`src/rtl/hp_slot_pkg.sv`:
```
package hp_slot_pkg;
    localparam int unsigned REG_W  = 16;
    localparam int unsigned FLD_LO = 6;
    localparam int unsigned FLD_HI = 11;
    localparam int unsigned CC_BIT = 4;

    typedef enum logic [1:0] {
        DLV_IDLE = 2'd0,
        DLV_SEND = 2'd1,
        DLV_GAP  = 2'd2
    } dlv_state_e;
endpackage

```
`src/rtl/hp_cmd_detect.sv`:
```
module hp_cmd_detect #(
    parameter int unsigned FLD_W = 6
) (
    input  logic             wr_ctl,
    input  logic             hp_capable,
    input  logic             change_only,
    input  logic [FLD_W-1:0] old_fld,
    input  logic [FLD_W-1:0] new_fld,
    output logic             cmd_fire
);
    logic fld_changed;

    always_comb begin
        fld_changed = (old_fld != new_fld);
        cmd_fire    = 1'b0;
        if (wr_ctl && hp_capable) begin
            cmd_fire = change_only ? fld_changed : 1'b1;
        end
    end
endmodule

```
`src/rtl/hp_cmd_deliver.sv`:
```
module hp_cmd_deliver
    import hp_slot_pkg::*;
#(
    parameter int unsigned FLD_W = 6
) (
    input  logic             clk,
    input  logic             rst_n,
    input  logic             cmd_fire,
    input  logic [FLD_W-1:0] cmd_fld,
    input  logic             exp_ack,
    output logic             exp_req,
    output logic [FLD_W-1:0] exp_ctl,
    output logic             done
);
    dlv_state_e       state_q, state_d;
    logic [FLD_W-1:0] send_q;
    logic [FLD_W-1:0] pend_q;
    logic             pend_v_q;

    // state register
    always_ff @(posedge clk) begin
        if (!rst_n) state_q <= DLV_IDLE;
        else        state_q <= state_d;
    end

    // next state
    always_comb begin
        state_d = state_q;
        unique case (state_q)
            DLV_IDLE: if (cmd_fire) state_d = DLV_SEND;
            DLV_SEND: if (exp_ack)  state_d = (pend_v_q || cmd_fire) ? DLV_GAP : DLV_IDLE;
            DLV_GAP:                state_d = DLV_SEND;
            default:                state_d = DLV_IDLE;
        endcase
    end

    // outputs
    always_comb begin
        exp_req = (state_q == DLV_SEND);
        exp_ctl = send_q;
        done    = (state_q == DLV_SEND) && exp_ack;
    end

    // command value and waiting slot
    always_ff @(posedge clk) begin
        if (!rst_n) begin
            send_q   <= '0;
            pend_q   <= '0;
            pend_v_q <= 1'b0;
        end else begin
            unique case (state_q)
                DLV_IDLE: if (cmd_fire) send_q <= cmd_fld;
                DLV_SEND: if (cmd_fire) begin
                    pend_q   <= cmd_fld;
                    pend_v_q <= 1'b1;
                end
                DLV_GAP: begin
                    send_q   <= cmd_fire ? cmd_fld : pend_q;
                    pend_v_q <= 1'b0;
                end
                default: pend_v_q <= 1'b0;
            endcase
        end
    end
endmodule

```
`src/rtl/hp_cc_status.sv`:
```
module hp_cc_status (
    input  logic clk,
    input  logic rst_n,
    input  logic set_i,
    input  logic clr_i,
    output logic cc_o
);
    always_ff @(posedge clk) begin
        if (!rst_n)     cc_o <= 1'b0;
        else if (set_i) cc_o <= 1'b1;
        else if (clr_i) cc_o <= 1'b0;
    end
endmodule

```
`src/rtl/hp_slot_cmd_ctrl.sv`:
```
module hp_slot_cmd_ctrl
    import hp_slot_pkg::*;
#(
    parameter int unsigned ADDR_W  = 12,
    parameter int unsigned DATA_W  = REG_W,
    parameter logic [ADDR_W-1:0] CTL_OFS = 12'hA8,
    parameter logic [ADDR_W-1:0] STS_OFS = 12'hAA,
    parameter int unsigned F_LO    = FLD_LO,
    parameter int unsigned F_HI    = FLD_HI,
    parameter int unsigned CC_POS  = CC_BIT,
    localparam int unsigned FLD_W  = F_HI - F_LO + 1
) (
    input  logic              clk,
    input  logic              rst_n,
    input  logic              strap_hp_capable,
    input  logic              strap_change_only,
    input  logic              cfg_wr_en,
    input  logic [ADDR_W-1:0] cfg_addr,
    input  logic [DATA_W-1:0] cfg_wdata,
    output logic [DATA_W-1:0] cfg_rdata,
    output logic              exp_req,
    output logic [FLD_W-1:0]  exp_ctl,
    input  logic              exp_ack
);
    logic [DATA_W-1:0] slot_ctl_q;
    logic              wr_ctl, wr_sts, cc_clr, cmd_fire, dlv_done, cc_q;

    assign wr_ctl = cfg_wr_en && (cfg_addr == CTL_OFS);
    assign wr_sts = cfg_wr_en && (cfg_addr == STS_OFS);
    assign cc_clr = wr_sts && cfg_wdata[CC_POS];

    always_ff @(posedge clk) begin
        if (!rst_n)      slot_ctl_q <= '0;
        else if (wr_ctl) slot_ctl_q <= cfg_wdata;
    end

    hp_cmd_detect #(.FLD_W(FLD_W)) u_detect (
        .wr_ctl      (wr_ctl),
        .hp_capable  (strap_hp_capable),
        .change_only (strap_change_only),
        .old_fld     (slot_ctl_q[F_HI:F_LO]),
        .new_fld     (cfg_wdata[F_HI:F_LO]),
        .cmd_fire    (cmd_fire)
    );

    hp_cmd_deliver #(.FLD_W(FLD_W)) u_deliver (
        .clk      (clk),
        .rst_n    (rst_n),
        .cmd_fire (cmd_fire),
        .cmd_fld  (cfg_wdata[F_HI:F_LO]),
        .exp_ack  (exp_ack),
        .exp_req  (exp_req),
        .exp_ctl  (exp_ctl),
        .done     (dlv_done)
    );

    hp_cc_status u_cc (
        .clk   (clk),
        .rst_n (rst_n),
        .set_i (dlv_done),
        .clr_i (cc_clr),
        .cc_o  (cc_q)
    );

    always_comb begin
        cfg_rdata = '0;
        if (cfg_addr == CTL_OFS)      cfg_rdata = slot_ctl_q;
        else if (cfg_addr == STS_OFS) cfg_rdata[CC_POS] = cc_q;
    end
endmodule

```
`config.mk`:
```
export PLATFORM = sky130hd
export DESIGN_NAME = hp_slot_cmd_ctrl
export DESIGN_NICKNAME = d
export VERILOG_FILES = /design/src/rtl/hp_slot_pkg.sv /design/src/rtl/hp_cmd_detect.sv /design/src/rtl/hp_cmd_deliver.sv /design/src/rtl/hp_cc_status.sv /design/src/rtl/hp_slot_cmd_ctrl.sv
export SDC_FILE = /design/constraint.sdc
export NUM_CORES = 1
export LEC_CHECK = 0
export ABC_CLOCK_PERIOD_IN_PS = 4490
export CORE_ASPECT_RATIO = 0.8
export CORE_MARGIN = 4
export CORE_UTILIZATION = 32
export DETAILED_ROUTE_END_ITERATION = 12
export DONT_BUFFER_PORTS = 1
export MAX_ROUTING_LAYER = met4
export PLACE_DENSITY = 0.45
export SLEW_MARGIN = 20
export SYNTH_ARGS = -nofsm -noshare
export SYNTH_HDL_FRONTEND = slang
export SYNTH_SLANG_ARGS = --single-unit
```
`constraint.sdc`:
```
create_clock -name clk -period 4.49 [get_ports clk]
set_clock_uncertainty 0.05 [all_clocks]
set_input_delay 0.898 -clock clk [delete_from_list [all_inputs] [get_ports clk]]
set_output_delay 0.898 -clock clk [all_outputs]
set_load 0.05 [all_outputs]
```
==> run_summary.xml <==
<?xml version="1.0" encoding="UTF-8"?>
<metrics>
  <group name="outcome">
    <metric name="outcome" unit="">complete, no violations</metric>
  </group>
  <group name="place">
    <metric name="port-buffer-count" unit="">0</metric>
    <metric name="place.detailed.hpwl" unit="um">2660</metric>
    <metric name="last_weighted_congestion_value_of_the_routability_driven_placer" unit="">0.714</metric>
  </group>
  <group name="cts">
    <metric name="clock_tree.root_cell" unit="">sky130_fd_sc_hd__clkbuf_8</metric>
    <metric name="post_cts_resized" unit="">0</metric>
    <metric name="cts_sinks" unit="">32</metric>
    <metric name="cts_setup_buffers" unit="">0</metric>
    <metric name="cts_buffers" unit="">5</metric>
    <metric name="clock_path_buffers" unit="">2</metric>
    <metric name="insertion_delay" unit="ns">0.28</metric>
    <metric name="clk_pin_slew" unit="ns">0.06</metric>
    <metric name="htreeDepth" unit="">2</metric>
    <metric name="tritoncts" unit="">yes</metric>
    <metric name="cts-hold-fix-buffers" unit="">0</metric>
  </group>
  <group name="critical_path">
    <metric name="capturing_point_of_the_worst_reg2reg_path" unit="">u_deliver.state_q[0]$_SDFFE_PN0P_</metric>
    <metric name="setup.worst_path.class" unit="">in -&gt; out</metric>
    <metric name="worst_r2r_startpoint" unit="">slot_ctl_q[6]$_SDFFE_PN0P_</metric>
    <metric name="critical_path.endpoint" unit="">cfg_rdata[7]</metric>
    <metric name="critPathRequiredTime" unit="ns">3.54</metric>
    <metric name="worstPathCellList" unit="">or4b_4 -&gt; nor4_4 -&gt; and2_1</metric>
    <metric name="startpoint" unit="">cfg_addr[10]</metric>
    <metric name="largest_stage_delay_worst_path" unit="ns">0.56</metric>
    <metric name="worst_path_max_delay_cell" unit="">sky130_fd_sc_hd__or4b_4</metric>
    <metric name="timing.critical_path.arrival" unit="ns">2.56</metric>
    <metric name="critical_path.endpoint_type" unit="">output port</metric>
    <metric name="reg2reg_slack" unit="ns">2.60</metric>
    <metric name="cp.depth" unit="">3</metric>
    <metric name="crit_buf_inv" unit="">0</metric>
    <metric name="worst-r2r-cell-count" unit="">5</metric>
    <metric name="critical-path-top-delay-family" unit="">simple AND/OR/NAND/NOR gates</metric>
    <metric name="timing.critical_path.fanout_max" unit="">17</metric>
    <metric name="start_kind" unit="">input pin</metric>
  </group>
  <group name="floorplan">
    <metric name="floorplan.die.height" unit="um">70.3</metric>
    <metric name="die_w" unit="um">85.8</metric>
    <metric name="number_of_rows_created_at_floorplan" unit="">22</metric>
    <metric name="ioPinCount" unit="">57</metric>
    <metric name="initial_core_util" unit="%">33.5</metric>
    <metric name="core_region_area" unit="um2">4620</metric>
    <metric name="fp.dieArea" unit="um2">6030</metric>
  </group>
  <group name="sta">
    <metric name="clock.fmax" unit="MHz">285</metric>
    <metric name="tightest_slew" unit="ns">0.687</metric>
    <metric name="fin_crit" unit="ns">3.51</metric>
    <metric name="finalSetupViolCount" unit="">0</metric>
    <metric name="final_total_negative_setup_slack" unit="ns">0</metric>
    <metric name="min_period_over_period" unit="%">78.2</metric>
    <metric name="final-hold-violation-count" unit="">0</metric>
    <metric name="max-slew-margin-rel" unit="%">53.9</metric>
    <metric name="setup_repair_after_global_routing_missed_its_margin" unit="">no</metric>
    <metric name="slew_viol_final" unit="">0</metric>
    <metric name="finalHoldWorstSlack" unit="ns">0.403</metric>
  </group>
  <group name="logic_synthesis">
    <metric name="netlist.top_cell.by_area" unit="">sky130_fd_sc_hd__dfxtp_1</metric>
    <metric name="synth.top_cells.by_area" unit="">sky130_fd_sc_hd__dfxtp_1 41%, sky130_fd_sc_hd__nand2_1 8.2%, sky130_fd_sc_hd__and2_1 7.3%, sky130_fd_sc_hd__a21boi_0 6.3%, sky130_fd_sc_hd__mux2i_1 4.5%</metric>
    <metric name="synth.cell_area" unit="um2">1550</metric>
    <metric name="syn_inst" unit="">170</metric>
    <metric name="synth-seq-area-share" unit="%">41.3</metric>
    <metric name="synth-seq-cells" unit="">32</metric>
    <metric name="synth-edff-count" unit="">0</metric>
    <metric name="ys_types" unit="">31</metric>
    <metric name="mappedNetlistNets" unit="">204</metric>
    <metric name="yosys_warnings" unit="">0</metric>
    <metric name="synth.top_cell.area_share" unit="%">41.3</metric>
    <metric name="syn-mean-instance-area" unit="um2">9.12</metric>
    <metric name="primary_ff_master_synth" unit="">sky130_fd_sc_hd__dfxtp_1</metric>
    <metric name="ffs_w_async_s_r_synth" unit="%">0</metric>
  </group>
  <group name="detailed_routing">
    <metric name="drtPass1Iterations" unit="">4</metric>
    <metric name="ant_nets" unit="">0</metric>
    <metric name="detail_routed_via_count_per_cell" unit="">4.92</metric>
    <metric name="wirelength" unit="um">3510</metric>
    <metric name="post-route-drc-count" unit="">0</metric>
    <metric name="post_drt_wl_per_cell" unit="um">15.2</metric>
    <metric name="drt_iter0_markers" unit="">44</metric>
    <metric name="total_number_of_vias" unit="">1136</metric>
  </group>
  <group name="global_route">
    <metric name="grt_pass1_vias" unit="">1179</metric>
    <metric name="number_of_antenna_violations_at_the_first_check_in_global_routing" unit="">0</metric>
    <metric name="grt_start_max_net_pins" unit="">33</metric>
    <metric name="gr-usage-all-layers" unit="%">12.3</metric>
    <metric name="grt_pass1_wl" unit="um">5640</metric>
    <metric name="grt_overflow" unit="">0</metric>
  </group>
  <group name="min_path">
    <metric name="min_path_type" unit="">reg -&gt; reg</metric>
    <metric name="min_path_cells" unit="">2</metric>
  </group>
  <group name="finish">
    <metric name="layout.nets" unit="">205</metric>
    <metric name="n_antenna_cell" unit="">0</metric>
    <metric name="syn2layout_area_growth" unit="%">7.51</metric>
    <metric name="post_route_cells_drive_above_1_share" unit="%">9.36</metric>
    <metric name="final.fill_count" unit="">475</metric>
  </group>
  <group name="power_and_ir_drop">
    <metric name="power.switching_fraction" unit="%">20.2</metric>
    <metric name="power.share.sequential" unit="%">57.1</metric>
    <metric name="p_per_cell_area" unit="nW/um2">299</metric>
    <metric name="clock_power_share" unit="%">40.6</metric>
    <metric name="p_total" unit="mW">0.498</metric>
    <metric name="leakagePower" unit="nW">0.569</metric>
    <metric name="vdd_ir_drop_max" unit="uV">115</metric>
    <metric name="p_comb_share" unit="%">2.3</metric>
    <metric name="switching_power" unit="mW">0.101</metric>
    <metric name="power.internal" unit="mW">0.397</metric>
  </group>
  <group name="job">
    <metric name="max_cap_viol_count" unit="">0</metric>
  </group>
</metrics>
## worst min-delay path by stage
stage,from,to
after floorplan,u_deliver.pend_v_q$_SDFFE_PN0P_,u_deliver.state_q[1]$_SDFFE_PN0P_
after global placement,slot_ctl_q[0]$_SDFFE_PN0P_,slot_ctl_q[0]$_SDFFE_PN0P_
after detailed placement,slot_ctl_q[5]$_SDFFE_PN0P_,slot_ctl_q[5]$_SDFFE_PN0P_
after CTS,slot_ctl_q[5]$_SDFFE_PN0P_,slot_ctl_q[5]$_SDFFE_PN0P_
after global routing,slot_ctl_q[13]$_SDFFE_PN0P_,slot_ctl_q[13]$_SDFFE_PN0P_
final,slot_ctl_q[0]$_SDFFE_PN0P_,slot_ctl_q[0]$_SDFFE_PN0P_
## cells in the final DEF (no fill, tap or decap), types with 2 or more instances in the layout
master and instances:
sky130_fd_sc_hd__a21boi_0 13, sky130_fd_sc_hd__clkbuf_8 5, sky130_fd_sc_hd__xnor2_1 6, sky130_fd_sc_hd__a21boi_2 3, sky130_fd_sc_hd__nand2_1 34, sky130_fd_sc_hd__a21boi_1 7, sky130_fd_sc_hd__nor2b_1 7, sky130_fd_sc_hd__inv_1 2
sky130_fd_sc_hd__and2_1 18, sky130_fd_sc_hd__mux2i_1 7, sky130_fd_sc_hd__a32oi_1 6, sky130_fd_sc_hd__dfxtp_1 32, sky130_fd_sc_hd__nor4_4 2, sky130_fd_sc_hd__o21ai_0 9, sky130_fd_sc_hd__nand3_1 3
## cell usage after synthesis, types with 2 or more instances
cell / n
sky130_fd_sc_hd__nand2_1: 34
sky130_fd_sc_hd__inv_1: 2
sky130_fd_sc_hd__nor4_4: 2
sky130_fd_sc_hd__a21boi_2: 3
sky130_fd_sc_hd__clkbuf_1: 4
sky130_fd_sc_hd__dfxtp_1: 32
sky130_fd_sc_hd__nor2b_1: 7
sky130_fd_sc_hd__nand3_1: 3
sky130_fd_sc_hd__a32oi_1: 6
sky130_fd_sc_hd__a21boi_0: 13
sky130_fd_sc_hd__nor2_1: 2
sky130_fd_sc_hd__o21ai_0: 9
sky130_fd_sc_hd__and2_1: 18
sky130_fd_sc_hd__a21boi_1: 7
sky130_fd_sc_hd__xnor2_1: 6
sky130_fd_sc_hd__mux2i_1: 7
## power groups by stage
stage / clock network, mW / logic (mW) / registers [mW]
2_1_floorplan: 0 / 0.0129 / 0.290
3_3_place_gp: 0 / 0.0114 / 0.290
3_5_place_dp: 0 / 0.0117 / 0.290
6_report: 0.202 / 0.0116 / 0.284
5_1_grt: 0.224 / 0.0122 / 0.284
4_1_cts: 0.213 / 0.0117 / 0.284
## kinds of logic after synthesis
family	after synthesis	synth area share, %
buffers and inverters	9	3.47
AOI/OAI and AO/OA	43	20.8
DFF	32	41.3
and+or+nand+nor	73	26.5
muxes	7	4.52
xor gates and xnor gates	6	3.39
## stage by stage
step                instances  utilization [%]  worst slack (ns)  instance area [um2]
floorplan                 170                -              1.07                 1550
global placement          224             34.3              1.00                 1590
detailed placement        224             34.3             0.922                 1590
CTS                       231             36.0             0.919                 1660
global route              231             36.0             0.815                 1670
finish                    231             36.0             0.980                 1670
## layer usage
layer / vias up / GRT usage (%) / wire [um]
met3: 7 / 5.66 / 221
met1: 506 / 14.5 / 1640
met2: 37 / 19.1 / 1600
met5: - / - / 0
li1: 586 / - / -
met4: 0 / 3.16 / 51
## state kept, by name, summed over array words and instances (netlist names)
signal              flops
u_cc.cc_o               1
u_deliver.pend_q        6
u_deliver.exp_ctl       6
slot_ctl_q             16
u_deliver.pend_v_q      1
u_deliver.state_q       2
## tightest hold or removal path, stage by stage (launching register included)
cell and delay, ns:
sky130_fd_sc_hd__dfxtp_1 0.31, sky130_fd_sc_hd__nand2_1 0.05, sky130_fd_sc_hd__a21boi_1 0.05
## area by class of cell
| type | instances | area, um2 | share of cell area [%] |
|---|---|---|---|
| Clock buffer | 6 | 72.6 | 4.35 |
| Multi-Input combinational cell | 129 | 858 | 51.5 |
| Tap cell | 60 | 75.1 | 4.50 |
| Inverter | 2 | 7.51 | 0.450 |
| Timing Repair Buffer | 1 | 7.51 | 0.450 |
| Clock inverter | 1 | 5.00 | 0.300 |
| Sequential cell | 32 | 641 | 38.4 |
(Power assumes the default switching activity.)
